## config.mk

```make
export PLATFORM = sky130hd
export DESIGN_NAME = dwl_row_select
export DESIGN_NICKNAME = d
export VERILOG_FILES = /design/src/rtl/dwl_row_select.sv
export SDC_FILE = /design/constraint.sdc
export NUM_CORES = 1
export LEC_CHECK = 0
export ABC_AREA = 1
export BUFFER_PORTS_ARGS = -buffer_cell sky130_fd_sc_hd__buf_2
export CORE_ASPECT_RATIO = 1.75
export CORE_MARGIN = 8
export CORE_UTILIZATION = 43
export CTS_CLUSTER_SIZE = 30
export DETAILED_ROUTE_END_ITERATION = 12
export GPL_TIMING_DRIVEN = 0
export PLACE_DENSITY = 0.85
export SLEW_MARGIN = 20
export SYNTH_ARGS = -nofsm -noshare
export SYNTH_HDL_FRONTEND = slang
export SYNTH_SLANG_ARGS = --single-unit
```

## constraint.sdc

```tcl
create_clock -name clk -period 2 [get_ports clk]
set_input_delay 0.1 -clock clk [delete_from_list [all_inputs] [get_ports clk]]
set_output_delay 0.1 -clock clk [all_outputs]
set_load 0.1 [all_outputs]
```

## src/rtl/dwl_row_select.sv

```systemverilog
module dwl_row_select #(
  parameter int ROWS      = 16,
  parameter int NB        = 4,
  parameter int NC        = 32,
  parameter int PULSE_LEN = 3,
  localparam int CPB  = NC / NB,
  localparam int CW   = $clog2(CPB),
  localparam int BW   = $clog2(NB),
  localparam int RW   = $clog2(ROWS),
  localparam int AW   = CW + BW + RW
) (
  input  logic                 clk,
  input  logic                 rst_n,
  input  logic                 chip_en,
  input  logic [AW-1:0]        addr,
  output logic [ROWS-1:0]      gwl,
  output logic [NB-1:0]        bsel,
  output logic [ROWS*NB-1:0]   lwl,
  output logic [CPB-1:0]       csel,
  output logic                 en_pulse
);
  localparam int NGRP = (RW + 1) / 2;
  localparam int CNTW = $clog2(PULSE_LEN + 1);

  logic [AW-1:0]     addr_q, addr_p;
  logic [CNTW-1:0]   cnt;
  logic              act;
  logic [RW-1:0]     row;
  logic [BW-1:0]     blk;
  logic [CW-1:0]     col;
  logic [2*NGRP-1:0] row_pad;
  logic [3:0]        pd [NGRP];

  always_ff @(posedge clk or negedge rst_n) begin
    if (!rst_n) begin
      addr_q <= '0;
      addr_p <= '0;
      cnt    <= '0;
    end else begin
      addr_q <= addr;
      addr_p <= addr_q;
      if (addr_q != addr_p)
        cnt <= CNTW'(PULSE_LEN);
      else if (cnt != '0)
        cnt <= cnt - 1'b1;
    end
  end

  assign en_pulse = (cnt != '0);
  assign act      = en_pulse & chip_en;
  assign col      = addr_q[CW-1:0];
  assign blk      = addr_q[CW +: BW];
  assign row      = addr_q[CW+BW +: RW];
  assign row_pad  = (2*NGRP)'(row);

  generate
    for (genvar g = 0; g < NGRP; g++) begin : g_pre
      assign pd[g] = act ? (4'b0001 << row_pad[2*g +: 2]) : 4'b0000;
    end
  endgenerate

  always_comb begin
    for (int r = 0; r < ROWS; r++) begin
      gwl[r] = 1'b1;
      for (int k = 0; k < NGRP; k++)
        gwl[r] = gwl[r] & pd[k][2'((r >> (2*k)) & 3)];
    end
  end

  assign bsel = act ? (NB'(1) << blk) : '0;
  assign csel = act ? (CPB'(1) << col) : '0;

  generate
    for (genvar r = 0; r < ROWS; r++) begin : g_row
      for (genvar b = 0; b < NB; b++) begin : g_blk
        assign lwl[r*NB + b] = gwl[r] & bsel[b];
      end
    end
  endgenerate
endmodule

```

== Word-level counts from Yosys, hierarchy flattened ==
Cells that the tools add are included.

* $add $sub $neg: 1
* Equality and inequality tests: 1
* Shift operators: 4
* Muxes and demuxes: 6
* Bitwise gates (word level): 21
* Reductions and logical operators: 2

{| class="wikitable"
|+ Operators with widths
! operator !! count
|-
| 1-bit bitwise AND || 21
|-
| 9-bit inequality test || 1
|-
| 2-bit 2-to-1 mux || 4
|-
| 8-bit 2-to-1 mux || 1
|-
| 1-bit by 3-bit << shifter with 8-bit output (first input constant) || 1
|-
| 4-bit 2-to-1 mux || 1
|-
| 2-bit nonzero test || 2
|-
| 1-bit by 2-bit << shifter with 2-bit output (first input constant) || 2
|-
| 1-bit by 2-bit << shifter with 4-bit output (first input constant) || 1
|-
| 2-bit by 1-bit subtractor with 2-bit output (second input constant) || 1
|}

* Flip-flop bits (word level): 20
* Input port bits: 12
* Output and inout bits: 93

== Logic depth before layout (Yosys ltp) ==
* Word-level depth: 5
* Gate-level depth with buffers: 7
* Mapped depth without buffers: 7

== Worst setup path after synthesis ==
Ideal clock, no wire load.

* Path kind: register to output
* Start point: register cnt[0]
* End point: output lwl[16]
* Arrival time: 3793 ps
* Data required time: 1900 ps
* Path slack: -1893 ps
* Cell stages (with the launch flop): 8
* Path buffers: 0
* Cell sequence: dfrtp_1 -> inv_1 -> ha_1 -> inv_2 -> nand2_8 -> nor3_2 -> inv_2 -> nor2_1

* Elaborated cells on any way between the ends: 7

{| class="wikitable"
|+ RTL lines
! what !! RTL line !! text
|-
| start, declared || 26 || <nowiki>logic [CNTW-1:0] cnt;</nowiki>
|-
| start signal, assigned || 43 || <nowiki>cnt <= CNTW'(PULSE_LEN);</nowiki>
|-
| start signal, assigned || 45 || <nowiki>cnt <= cnt - 1'b1;</nowiki>
|-
| 2-bit nonzero test || 49 || <nowiki>assign en_pulse = (cnt != '0);</nowiki>
|-
| named net en_pulse || 20 || <nowiki>output logic en_pulse</nowiki>
|-
| 1-bit bitwise AND || 50 || <nowiki>assign act = en_pulse & chip_en;</nowiki>
|-
| 4-bit 2-to-1 mux || 70 || <nowiki>assign bsel = act ? (NB'(1) << blk) : '0;</nowiki>
|-
| named net bsel[0] || 17 || <nowiki>output logic [NB-1:0] bsel,</nowiki>
|-
| 1-bit bitwise AND || 76 || <nowiki>assign lwl[r*NB + b] = gwl[r] & bsel[b];</nowiki>
|-
| end, declared || 18 || <nowiki>output logic [ROWS*NB-1:0] lwl,</nowiki>
|}

The timed path passes the listed nets, and every way through them passes these cells.

== Final worst setup path ==
* Start point: register cnt[1]
* End point: output lwl[5]

* Cells in the longest elaborated chain, start to end: 5
* Elaborated cells on any way between the ends: 7

{| class="wikitable"
|+ RTL lines
! what !! RTL line !! text
|-
| 2-bit nonzero test (*) || 49 ||
|-
| 1-bit bitwise AND (*) || 50 ||
|-
| 2-bit 2-to-1 mux || 58 || <nowiki>assign pd[g] = act ? (4'b0001 << row_pad[2*g +: 2]) : 4'b0000;</nowiki>
|-
| 1-bit bitwise AND || 66 || <nowiki>gwl[r] = gwl[r] & pd[k][2'((r >> (2*k)) & 3)];</nowiki>
|-
| 1-bit bitwise AND (*) || 76 ||
|}

Mark *: on every way between the ends. The rest lies on a longest branch, timed or not.

==> results.py <==
metrics = {
    "finish": {
        "instances_no_fill": 338,
        "nets": 309,
        "syn_to_final_growth_pct": 69.1,
        "n_antenna_cell": 0,
        "n_fill_cell": 225,
        "final_cell_area_um2": 2370,
        "final_util_pct": 75.5,
        "layout-drive-gt1-share_pct": 52.9,
    },
    "setup_path": {
        "start_kind": "register",
        "critPathArrivalTime_ns": 1.87,
        "cp_max_fo": 6,
        "rrSetupSlack_ns": 0.87,
        "cp.required_ns": 1.90,
        "end_kind": "output port",
        "r2r-start": "addr_q[4]",
        "reg2reg_depth": 5,
        "r2r_end": "cnt[1]",
        "crit_type": "reg2out",
    },
    "sta": {
        "skew_ns": 0.00525,
        "rsz0062_at_grt": "true",
        "fmax_ghz": 0.509,
        "period_minus_slack_ns": 1.97,
        "hold_viol_final": 0,
        "hold_ws_ns": 0.305,
        "finalCritPeriodShare_pct": 98.3,
        "slew_violations": 0,
        "setup_violations": 0,
    },
    "synth": {
        "yosys-top-cells-area": "dfrtp_1 36%, buf_4 32%, nor2_1 8.0%",
        "post_synth_mux_area_share_pct": 0,
        "yosys.area.top_type": "dfrtp_1",
        "synth_edf_count": 0,
        "async_flop_share_pct": 100,
        "synth_commonest_cells": "60 x buf_4, 30 x nor2_1, 20 x dfrtp_1, 20 x nand2_1, 16 x inv_1",
        "yosysTopAreaCellShare_pct": 35.7,
        "synth_adder_area_share_pct": 0.891,
        "seq_area_frac_synth_pct": 35.7,
        "synth_compound_area_share_pct": 0.357,
        "synth_top_family_by_area": "buffers and inverters",
        "avgSynthCellArea_um2": 7.98,
        "syn-cell-area_um2": 1400,
        "yosysMostFrequentCell": "buf_4",
        "synth_xor_area_share_pct": 3.12,
        "synth_cells": 176,
        "ys_ff_latch": 20,
        "synthSimpleGateAreaFrac_pct": 21.2,
        "ys_types": 16,
        "yosys_warnings": 0,
        "synthFlopType": "dfrtp_1",
    },
    "clocking": {
        "path_clk_slew_ns": 0.07,
        "clk_latency_ns": 0.26,
        "cts.sinks": 20,
        "cts_htree_levels": 1,
        "cts_buffers": 3,
        "clockBufferDepth": 2,
        "cts_root_buf": "clkbuf_8",
        "cts_tree": "yes",
    },
    "pwr": {
        "seqPwrFrac_pct": 28.9,
        "irDropWorstVdd_v": 0.000590,
        "p_int_uw": 734,
        "swShare_pct": 51.9,
        "p_leak_uw": 0.00128,
        "pwr-share-clk_pct": 19.5,
        "power.density_nw_per_um2": 643,
        "power_frac_comb_pct": 51.5,
        "switching_power_uw": 791,
    },
    "worst_hold_path": {
        "worstHoldPathType": "in2async",
    },
    "die": {
        "die_w_um": 59.2,
        "core_area_um2": 3140,
        "fp.dieH_um": 91.6,
        "start_util_pct": 44.7,
        "dieArea_um2": 5420,
        "placementRows": 27,
        "io_pins": 105,
    },
    "drt": {
        "dr.pass1.iters": 4,
        "vias": 1276,
        "drt_iter0_markers": 17,
        "wl_um": 3550,
        "wl_per_cell_um": 10.5,
        "drc": 0,
        "ant_nets": 0,
        "vias_per_cell": 3.78,
    },
    "place": {
        "post-place-cells": 322,
        "place_area_um2": 2100,
        "gp_congestion": 0.692,
        "hpwl_um": 2990,
        "port_buffers": 44,
    },
    "global_route": {
        "track_usage_pct": 13.2,
        "grt_pass1_wl_um": 5710,
        "antenna_found_initial": 0,
        "overflow": 0,
        "grt_max_degree": 21,
        "grt_pass1_vias": 1363,
    },
    "outcome": {
        "outcome": "complete, no violations",
    },
    "run": {
        "drv_cap": 0,
    },
}
-- cell families after synthesis --
family,Yosys count
compound gates,1
xor+xnor,5
fa+ha+maj,1
buf+inv,84
flops,20
other cells,1
simple gates,64
-- worst max-delay path by stage --
stage | to | cells after the start | slack, ns | startpoint
3_3_place_gp | lwl[20] | 8 | -0.05 | cnt[0]
6_report | lwl[5] | 8 | 0.03 | cnt[1]
2_1_floorplan | lwl[0] | 7 | -0.54 | cnt[0]
5_1_grt | lwl[7] | 8 | -0.07 | cnt[1]
4_1_cts | gwl[5] | 9 | 0.003 | cnt[1]
3_5_place_dp | lwl[20] | 8 | -0.06 | cnt[0]
-- placed cells by master, fill, tap and decap left out, types with 2 or more instances in the layout --
| cell | count |
|---|---|
| buf_4 | 77 |
| conb_1 | 60 |
| nand2_1 | 20 |
| dfrtp_1 | 20 |
| nor2_4 | 16 |
| buf_2 | 16 |
| inv_1 | 11 |
| dlygate4sd3_1 | 10 |
| inv_2 | 8 |
| nor2_2 | 8 |
| clkbuf_4 | 8 |
| nor2_1 | 6 |
| buf_6 | 5 |
| nor3_4 | 4 |
| clkinvlp_4 | 4 |
| xnor2_1 | 4 |
| clkbuf_8 | 4 |
| nand4_1 | 3 |
| nand3_1 | 3 |
| nand3_2 | 2 |
-- final cells by class --
cell class	count	area (µm²)	area share, %
clock buffers	4	55.1	2.32
plain buffers	60	450	19.0
multi-input cells	131	772	32.5
flip-flops and latches	20	500	21.1
well taps	43	53.8	2.27
inverters	24	118	4.96
repair buffers	56	424	17.9
-- through the flow --
stage / setup TNS (ns) / total power [µW] / setup slack (ns)
6_report: 0 / 1530 / 0.0340
5_1_grt: -0.474 / 1590 / -0.0656
4_1_cts: 0 / 1520 / 0.00269
3_5_place_dp: -0.380 / 1200 / -0.0602
3_3_place_gp: -0.275 / 1200 / -0.0546
2_1_floorplan: -7.82 / 1160 / -0.539
-- power groups by stage --
stage / Clock (µW) / Sequential (µW) / Combinational, µW
finish: 298 / 441 / 786
global route: 329 / 444 / 814
CTS: 309 / 442 / 773
detailed placement: 0 / 450 / 755
global placement: 0 / 448 / 752
floorplan: 0 / 446 / 718
-- layer usage --
metal	share of wire (%)	up-vias	global-route usage [%]
li1	-	642	-
met1	31	551	10.5
met2	53	74	24.1
met3	14	9	6.92
met4	2.7	0	7.23
met5	0	-	0
-- flip-flops by register name (all words and copies together), names as in the netlist --
| signal | count |
|---|---|
| cnt | 2 |
| addr_p | 9 |
| addr_q | 9 |
-- critical path, stage by stage, from the launching register on --
cell,delay [ns]
dfrtp_1,0.35
inv_1,0.07
ha_4,0.19
inv_12,0.06
nand2_8,0.07
inv_2,0.13
nand3_2,0.26
nor2_4,0.18
buf_4,0.29
-- what timing repair did --
item                       CTS  global route
hold endpoints to repair    29             0
hold buffers                10             0
cloned                       0             0
setup endpoints to repair   20            25
buffers inserted             2             0
gates resized for setup     20            17
Power figures use the tool's default switching activity.
